`src/rtl/mdx_pkg.sv`:
```
package mdx_pkg;
  typedef enum logic [1:0] {
    MODE_STREAM = 2'b00,
    MODE_TRANS  = 2'b01,
    MODE_BIDIR  = 2'b10
  } mode_e;
endpackage

```
`src/rtl/mdx_edge.sv`:
```
// Registered edge detector for N synchronous level inputs.
module mdx_edge #(
  parameter int   N       = 1,
  parameter logic RST_VAL = 1'b1
) (
  input  logic         clk,
  input  logic         rst,
  input  logic [N-1:0] lvl_i,
  output logic [N-1:0] rise_o,
  output logic [N-1:0] fall_o
);
  logic [N-1:0] prev_q;

  for (genvar g = 0; g < N; g++) begin : g_bit
    always_ff @(posedge clk) begin
      if (rst) prev_q[g] <= RST_VAL;
      else     prev_q[g] <= lvl_i[g];
    end
    assign rise_o[g] = ~prev_q[g] &  lvl_i[g];
    assign fall_o[g] =  prev_q[g] & ~lvl_i[g];
  end
endmodule

```
`src/rtl/mdx_pulse_cnt.sv`:
```
// Saturating pulse counter with synchronous clear.
module mdx_pulse_cnt #(
  parameter int LIMIT = 128,
  parameter int W     = $clog2(LIMIT + 1)
) (
  input  logic         clk,
  input  logic         rst,
  input  logic         clr_i,
  input  logic         inc_i,
  output logic [W-1:0] cnt_o,
  output logic         full_o
);
  localparam logic [W-1:0] LIM_V = W'(LIMIT);
  logic [W-1:0] cnt_q;

  always_ff @(posedge clk) begin
    if (rst || clr_i)                cnt_q <= '0;
    else if (inc_i && cnt_q != LIM_V) cnt_q <= cnt_q + 1'b1;
  end

  assign cnt_o  = cnt_q;
  assign full_o = (cnt_q == LIM_V);
endmodule

```
`src/rtl/mdx_mode_fsm.sv`:
```
// Mode decision with registered outputs.
module mdx_mode_fsm
  import mdx_pkg::*;
(
  input  logic  clk,
  input  logic  rst,
  input  logic  bus_fall_i,
  input  logic  hit_i,
  input  logic  full_i,
  input  logic  strm_lvl_i,
  output mode_e mode_o,
  output logic  in_trans_o,
  output logic  stream_en_o,
  output logic  slave_en_o,
  output logic  restart_o,
  output logic  wr_en_o
);
  mode_e st_q, st_nx;
  logic  rs_nx;
  logic  sen_q, slv_q, rs_q, wr_q;

  always_comb begin
    st_nx = st_q;
    rs_nx = 1'b0;
    unique case (st_q)
      MODE_STREAM: if (bus_fall_i) st_nx = MODE_TRANS;
      MODE_TRANS: begin
        if (hit_i)           st_nx = MODE_BIDIR;
        else if (bus_fall_i) st_nx = MODE_TRANS;
        else if (full_i) begin
          st_nx = MODE_STREAM;
          rs_nx = 1'b1;
        end
      end
      MODE_BIDIR:  st_nx = MODE_BIDIR;
      default:     st_nx = MODE_STREAM;
    endcase
  end

  always_ff @(posedge clk) begin
    if (rst) begin
      st_q  <= MODE_STREAM;
      sen_q <= 1'b1;
      slv_q <= 1'b0;
      rs_q  <= 1'b0;
      wr_q  <= 1'b0;
    end else begin
      st_q  <= st_nx;
      sen_q <= (st_nx == MODE_STREAM);
      slv_q <= (st_nx != MODE_STREAM);
      rs_q  <= rs_nx;
      wr_q  <= (st_nx == MODE_BIDIR) && strm_lvl_i;
    end
  end

  assign mode_o      = st_q;
  assign in_trans_o  = (st_q == MODE_TRANS);
  assign stream_en_o = sen_q;
  assign slave_en_o  = slv_q;
  assign restart_o   = rs_q;
  assign wr_en_o     = wr_q;
endmodule

```
`src/rtl/mdx_mode_ctrl.sv`:
```
module mdx_mode_ctrl
  import mdx_pkg::*;
#(
  parameter int RECOVER_PULSES = 128
) (
  input  logic       clk,
  input  logic       rst,
  input  logic       bus_clk_i,
  input  logic       strm_clk_i,
  input  logic       addr_hit_i,
  output logic [1:0] mode_o,
  output logic       stream_en_o,
  output logic       stream_restart_o,
  output logic       slave_en_o,
  output logic       wr_en_o
);
  localparam int CNT_W = $clog2(RECOVER_PULSES + 1);
  localparam int IDX_BUS  = 0;
  localparam int IDX_STRM = 1;

  logic [1:0]       rise, fall;
  logic [CNT_W-1:0] cnt;
  logic             full, in_trans;
  mode_e            mode;

  mdx_edge #(.N(2), .RST_VAL(1'b1)) u_edge (
    .clk    (clk),
    .rst    (rst),
    .lvl_i  ({strm_clk_i, bus_clk_i}),
    .rise_o (rise),
    .fall_o (fall)
  );

  // Count idle stream pulses only in transition; any bus clock fall restarts.
  mdx_pulse_cnt #(.LIMIT(RECOVER_PULSES), .W(CNT_W)) u_cnt (
    .clk    (clk),
    .rst    (rst),
    .clr_i  (fall[IDX_BUS] || !in_trans),
    .inc_i  (rise[IDX_STRM] && bus_clk_i),
    .cnt_o  (cnt),
    .full_o (full)
  );

  mdx_mode_fsm u_fsm (
    .clk         (clk),
    .rst         (rst),
    .bus_fall_i  (fall[IDX_BUS]),
    .hit_i       (addr_hit_i),
    .full_i      (full),
    .strm_lvl_i  (strm_clk_i),
    .mode_o      (mode),
    .in_trans_o  (in_trans),
    .stream_en_o (stream_en_o),
    .slave_en_o  (slave_en_o),
    .restart_o   (stream_restart_o),
    .wr_en_o     (wr_en_o)
  );

  assign mode_o = mode;
endmodule

```
`config.mk`:
```
export PLATFORM = sky130hd
export DESIGN_NAME = mdx_mode_ctrl
export DESIGN_NICKNAME = d
export VERILOG_FILES = /design/src/rtl/mdx_pkg.sv /design/src/rtl/mdx_edge.sv /design/src/rtl/mdx_pulse_cnt.sv /design/src/rtl/mdx_mode_fsm.sv /design/src/rtl/mdx_mode_ctrl.sv
export SDC_FILE = /design/constraint.sdc
export NUM_CORES = 1
export LEC_CHECK = 0
export ABC_AREA = 0
export ABC_CLOCK_PERIOD_IN_PS = 1670
export BUFFER_PORTS_ARGS = -buffer_cell sky130_fd_sc_hd__buf_2
export CORE_UTILIZATION = 42
export CTS_CLUSTER_DIAMETER = 60
export DETAILED_ROUTE_END_ITERATION = 16
export REMOVE_ABC_BUFFERS = 1
export SLEW_MARGIN = 20
export SYNTH_ARGS = -nofsm -noshare
export SYNTH_HDL_FRONTEND = slang
export SYNTH_SLANG_ARGS = --single-unit
```
`constraint.sdc`:
```
create_clock -name clk -period 1.67 [get_ports clk]
set_input_delay 0.167 -clock clk [delete_from_list [all_inputs] [get_ports clk]]
set_output_delay 0.167 -clock clk [all_outputs]
set_load 0.05 [all_outputs]
```
======== Word level (Yosys, flattened, before mapping) ========
Index checks and enable logic that the tools add are counted.
storage, ports and cells
  register bits after elaboration ......... 16
  latch bits .............................. 0
  memory bits (writable) .................. 0
  ROM bits ................................ 0
  bits of input ports ..................... 5
  output and inout bits ................... 6
  word-level logic and storage cells ...... 35
  memories kept ........................... 0
cells by class
  $add $sub $neg .......................... 1
  multiply operators ...................... 0
  div/mod/pow operators ................... 0
  magnitude comparators ................... 0
  equal/unequal tests ..................... 5
  shift-type cells ........................ 0
  multiplexer cells ....................... 6
  bitwise operators ....................... 5
  reduce and logical (&&, ||, !) cells .... 10
operator list
  kind                                           number
  adder 8 x 1 -> 8 bit, second input constant    1
  == test 8 bit, second input constant           1
  two-way mux 2 bit                              4
  != test 8 bit, second input constant           1
  case mux 2 bit (3 select lines)                1
  == test 2 bit, second input constant           2
  logical NOT 2 bit                              2
  OR reduction 4 bit                             1
  logical AND 1 bit                              3
  NOT 1 bit                                      3
  AND 1 bit                                      2
  == test 2 x 1 -> 1 bit, second input constant  1
  logical OR 1 bit                               2
  nonzero test 2 bit                             1
  logical NOT 1 bit                              1
  two-way mux 1 bit                              1

======== Depth between registers and ports, before layout ========
  word-level depth ........................ 7
  mapped depth ............................ 5
  depth with buffers taken out ............ 5

======== By module ========
Synthesis repeated with hierarchy kept, for this count alone.
second synthesis, totals
  cell total of the unflattened synthesis .. 79
  area total of the unflattened synthesis .. 729.4 µm²
by module, submodules not included
  module         times used  cells each  area each (µm²)  seq. area each (µm²)
  mdx_pulse_cnt  1           49          411.6            160.2
  mdx_mode_fsm   1           20          225.2            120.1
  mdx_edge       1           8           80.1             40.0
  mdx_mode_ctrl  1           2           12.5             0.0

======== Worst setup path after synthesis ========
OpenSTA, ideal clock, no wires.
  path kind ............................... flip-flop to flip-flop
  start ................................... reg u_fsm.st_q[0] (netlist: u_fsm.mode_o[0])
  end ..................................... reg u_cnt.cnt_q[2] (netlist: u_cnt.cnt_o[2])
  library setup time ...................... 0.071 ns
  arrival ................................. 1.381 ns
  data required time ...................... 1.599 ns
  path slack .............................. 0.218 ns
  stages on the path, launching flop included .. 4
  path buffers ............................ 0
  period minus slack after synthesis ...... 1.452 ns
  cells stage by stage .................... dfxtp_1 -> nor3b_2 -> nand2_1 -> a21oi_1
between the ends
  longest elaborated chain between the ends .. 4
ends and longest elaborated chain
  item                    line                 RTL
  start, declared         mdx_mode_fsm.sv:18   mode_e st_q, st_nx;
  start signal, assigned  mdx_mode_fsm.sv:48   st_q <= st_nx;
  == test 2 x 1 -> 1 bit  mdx_mode_fsm.sv:57   assign in_trans_o = (st_q == MODE_TRANS);
  logical NOT 1 bit       mdx_mode_ctrl.sv:38  .clr_i (fall[IDX_BUS] || !in_trans),
  logical OR 1 bit        mdx_mode_ctrl.sv:38
  logical OR 1 bit        mdx_pulse_cnt.sv:17  if (rst || clr_i) cnt_q <= '0;
  end signal, assigned    mdx_pulse_cnt.sv:18  else if (inc_i && cnt_q != LIM_V) cnt_q <= cnt_q + 1'b1;
  end, declared           mdx_pulse_cnt.sv:14  logic [W-1:0] cnt_q;
Every way passes these cells.
A chain may end at the register's enable or synchronous reset.

======== Worst setup path after layout ========
  start ................................... reg u_cnt.cnt_q[0] (netlist: u_cnt.cnt_o[0])
  end ..................................... reg u_cnt.cnt_q[0] (netlist: u_cnt.cnt_o[0])
between the ends
  longest elaborated chain between the ends .. 2
  elaborated cells between the ends (all ways) .. 3
  classes of those cells .................. add/sub (1); eq/ne (1); reduce/logical (1)
ends and longest elaborated chain
  item
  branches (longest 2 deep; another with adder 8 x 1 -> 8 bit)
Parallel ways; which one is timed is not known.

==> flow_metrics.tcl <==
set metrics [dict create \
    status "finished clean" \
    cts.repair.resized 0 \
    seq_area_sq_um 320 \
    vdd_drop_max_mv 0.438 \
    slew_headroom_pct 66.2 \
    overflow 0 \
    required_ps 1890 \
    synth_top_area_cell "dfxtp_1" \
    numCtsBuffers 3 \
    ys_ff_latch 16 \
    place_ws_ps 224 \
    cp_num_buf_inv 1 \
    root_buffer "clkbuf_4" \
    die_height_microns 43.4 \
    postCtsHoldBufs 0 \
    crit_path_max_fanout 4 \
    rsz0062_at_grt "no" \
    cts_tree "built" \
    fillCellCount 143 \
    syn2layout_area_growth_pct 13.9 \
    clock_latency_ps 290 \
    min_period_ps 1450 \
    grt_pass1_wl_microns 2300 \
    placementRows 14 \
    synth_cell_types 28 \
    drt_wl_total_microns 1310 \
    synth_area_sq_um 718 \
    gr-usage-all-layers_pct 16.9 \
    skew_ps 1.57 \
    synth_edf_count 0 \
    synth_top_cell_area_share_pct 44.6 \
    core_sq_um 1560 \
    postRouteAntennaNets 0 \
    postCtsSetupBuffers 0 \
    numPortBuffers 10 \
    via_per_inst 5.49 \
    start_util_pct 46.1 \
    synth_area_leaders "dfxtp_1, a21oi_1, o31ai_1" \
    vias 571 \
    fin_crit_sh_pct 86.9 \
    crit_chain "inv_1, ha_1, and4bb_2, a21oi_1, mux2i_1" \
    cp-start-kind "flop" \
    htree_levels 1 \
    clock_sinks 16 \
    grt_max_degree 11 \
    final_max_slew_viol_count 0 \
    hpwl_microns 963 \
    timing.fmax_mhz 689 \
    cp_top_family "flip-flops" \
    synth_ff_type "dfxtp_1" \
    cp_slowest_cell "dfxtp_1" \
    design_area_sq_um 818 \
    synth_cells 74 \
    synthTopCellsByCount "dfxtp_1, a21oi_1, inv_1, nand3_1" \
    antenna_found_initial 0 \
    hold_viol_final 0 \
    multi_input_area_sq_um 379 \
    end_kind "flop" \
    drive_gt1_share_pct 21.6 \
    ys_seq_area_share_pct 44.6 \
    min_path_type "in -> reg" \
    path_class "reg -> reg" \
    async_flop_share_pct 0 \
    avgSynthCellArea_sq_um 9.71 \
    slowest_delay_ps 380 \
    dieWidth_microns 43.4 \
    synth_warnings 0 \
    hold_ws_ps 153 \
    pin_count 11 \
    clockBufferDepth 2 \
    drtIter0Drc 8 \
    fin_setup_tns_ps 0 \
    worstMarginPinSlew_ps 503 \
    pwr_density_cell_nw_per_um2 855 \
    clk_pin_slew_ps 90 \
    fp.dieArea_sq_um 1880 \
    first_pass_iters 4 \
    gp_congestion 0.733 \
    drc 0 \
    power.leakage_nw 0.298 \
    antennaDiodeCount 0 \
    place_area_sq_um 796 \
    nets 97 \
    drv_cap 0 \
    synth_most_common_cell "dfxtp_1" \
    wl_per_cell_microns 12.6 \
    grt_pass1_vias 542 \
    layout_setup_ws_ps 220 \
    setup_viol 0 \
    cp.arrival_ps 1670 \
]
==> sequential cells by signal, summed over array words and instances (netlist names) <==
name               cells
u_cnt.cnt_o            8
u_edge.prev_q          2
u_fsm.mode_o           2
u_fsm.restart_o        1
u_fsm.slave_en_o       1
u_fsm.stream_en_o      1
u_fsm.wr_en_o          1
==> cells in the final DEF (no fill, tap or decap) <==
master / synthesis / routed
ha_1: 2 / 2
buf_2: 0 / 10
nand4_1: 1 / 1
o21a_1: 2 / 2
mux2i_1: 2 / 2
nand4b_1: 1 / 1
o31ai_1: 4 / 4
nand3_1: 5 / 5
or3_1: 1 / 1
nand3b_1: 3 / 3
dfxtp_1: 16 / 16
a21boi_0: 1 / 1
a211oi_1: 1 / 1
a2bb2oi_1: 1 / 1
nand2b_1: 2 / 2
inv_1: 5 / 5
and4bb_2: 1 / 1
clkbuf_4: 0 / 3
buf_4: 0 / 1
o2bb2ai_1: 1 / 1
nand2_1: 4 / 4
nand4b_4: 1 / 1
nor2_1: 1 / 1
or4_1: 4 / 4
nor3b_2: 1 / 1
o21ai_0: 1 / 1
nor3_1: 1 / 1
a211o_1: 1 / 1
or2_2: 2 / 2
and2_1: 1 / 1
a21oi_1: 8 / 8
==> per-layer routing <==
| layer | vias to the layer above | global-route usage [%] | wire (microns) |
|---|---|---|---|
| met4 | 0 | 13.1 | 42 |
| met1 | 255 | 23.0 | 682 |
| li1 | 305 | - | - |
| met2 | 7 | 23.9 | 556 |
| met3 | 4 | 2.50 | 31 |
| met5 | - | 0 | 0 |
==> cell families (layout without fill, tap and decap cells) <==
logic type / after synthesis / in the layout / synth area share [%]
multiplexers: 2 / 2 / 2.79
buffers and inverters: 5 / 19 / 2.61
AO/OA/AOI/OAI: 20 / 20 / 18.3
AND/OR/NAND/NOR: 29 / 29 / 28.2
adder cells (fa/ha/maj): 2 / 2 / 3.48
flip-flops: 16 / 16 / 44.6
==> report_power, final <==
group | total, mW | internal (mW) | leakage, nW | switching (mW)
Combinational | 0.0938 | 0.0307 | 0.154 | 0.0631
Clock | 0.204 | 0.0839 | 0.0138 | 0.120
Sequential | 0.402 | 0.394 | 0.130 | 0.00731
==> stage by stage <==
stage                     cells  utilization [%]  total power [mW]
after global routing        104             52.5             0.733
after global placement      101             51.0             0.505
after CTS                   104             52.5             0.711
final                       104             52.5             0.700
after detailed placement    101             51.0             0.505
after floorplan              74                -             0.477
==> layout make-up <==
cell class,count,area share [%]
multi-input cells,53,46.3
flip-flops and latches,16,39.1
repair buffers,11,7.03
clock buffers,3,2.75
well taps,16,2.45
inverters,5,2.29
==> path summary, 6_finish.rpt <==
| path | startpoint | end | slack (ps) | depth (start not counted) |
|---|---|---|---|---|
| setup / recovery | u_cnt.cnt_o[0] | u_cnt.cnt_o[0] | 220 | 5 |
| hold reg to reg | u_cnt.cnt_o[7] | u_cnt.cnt_o[7] | 500 | 2 |
| setup reg to reg | u_cnt.cnt_o[0] | u_cnt.cnt_o[0] | 220 | 5 |
| hold / removal | rst | u_fsm.slave_en_o | 150 | 2 |
No activity file was read; power rests on OpenSTA's default activity.
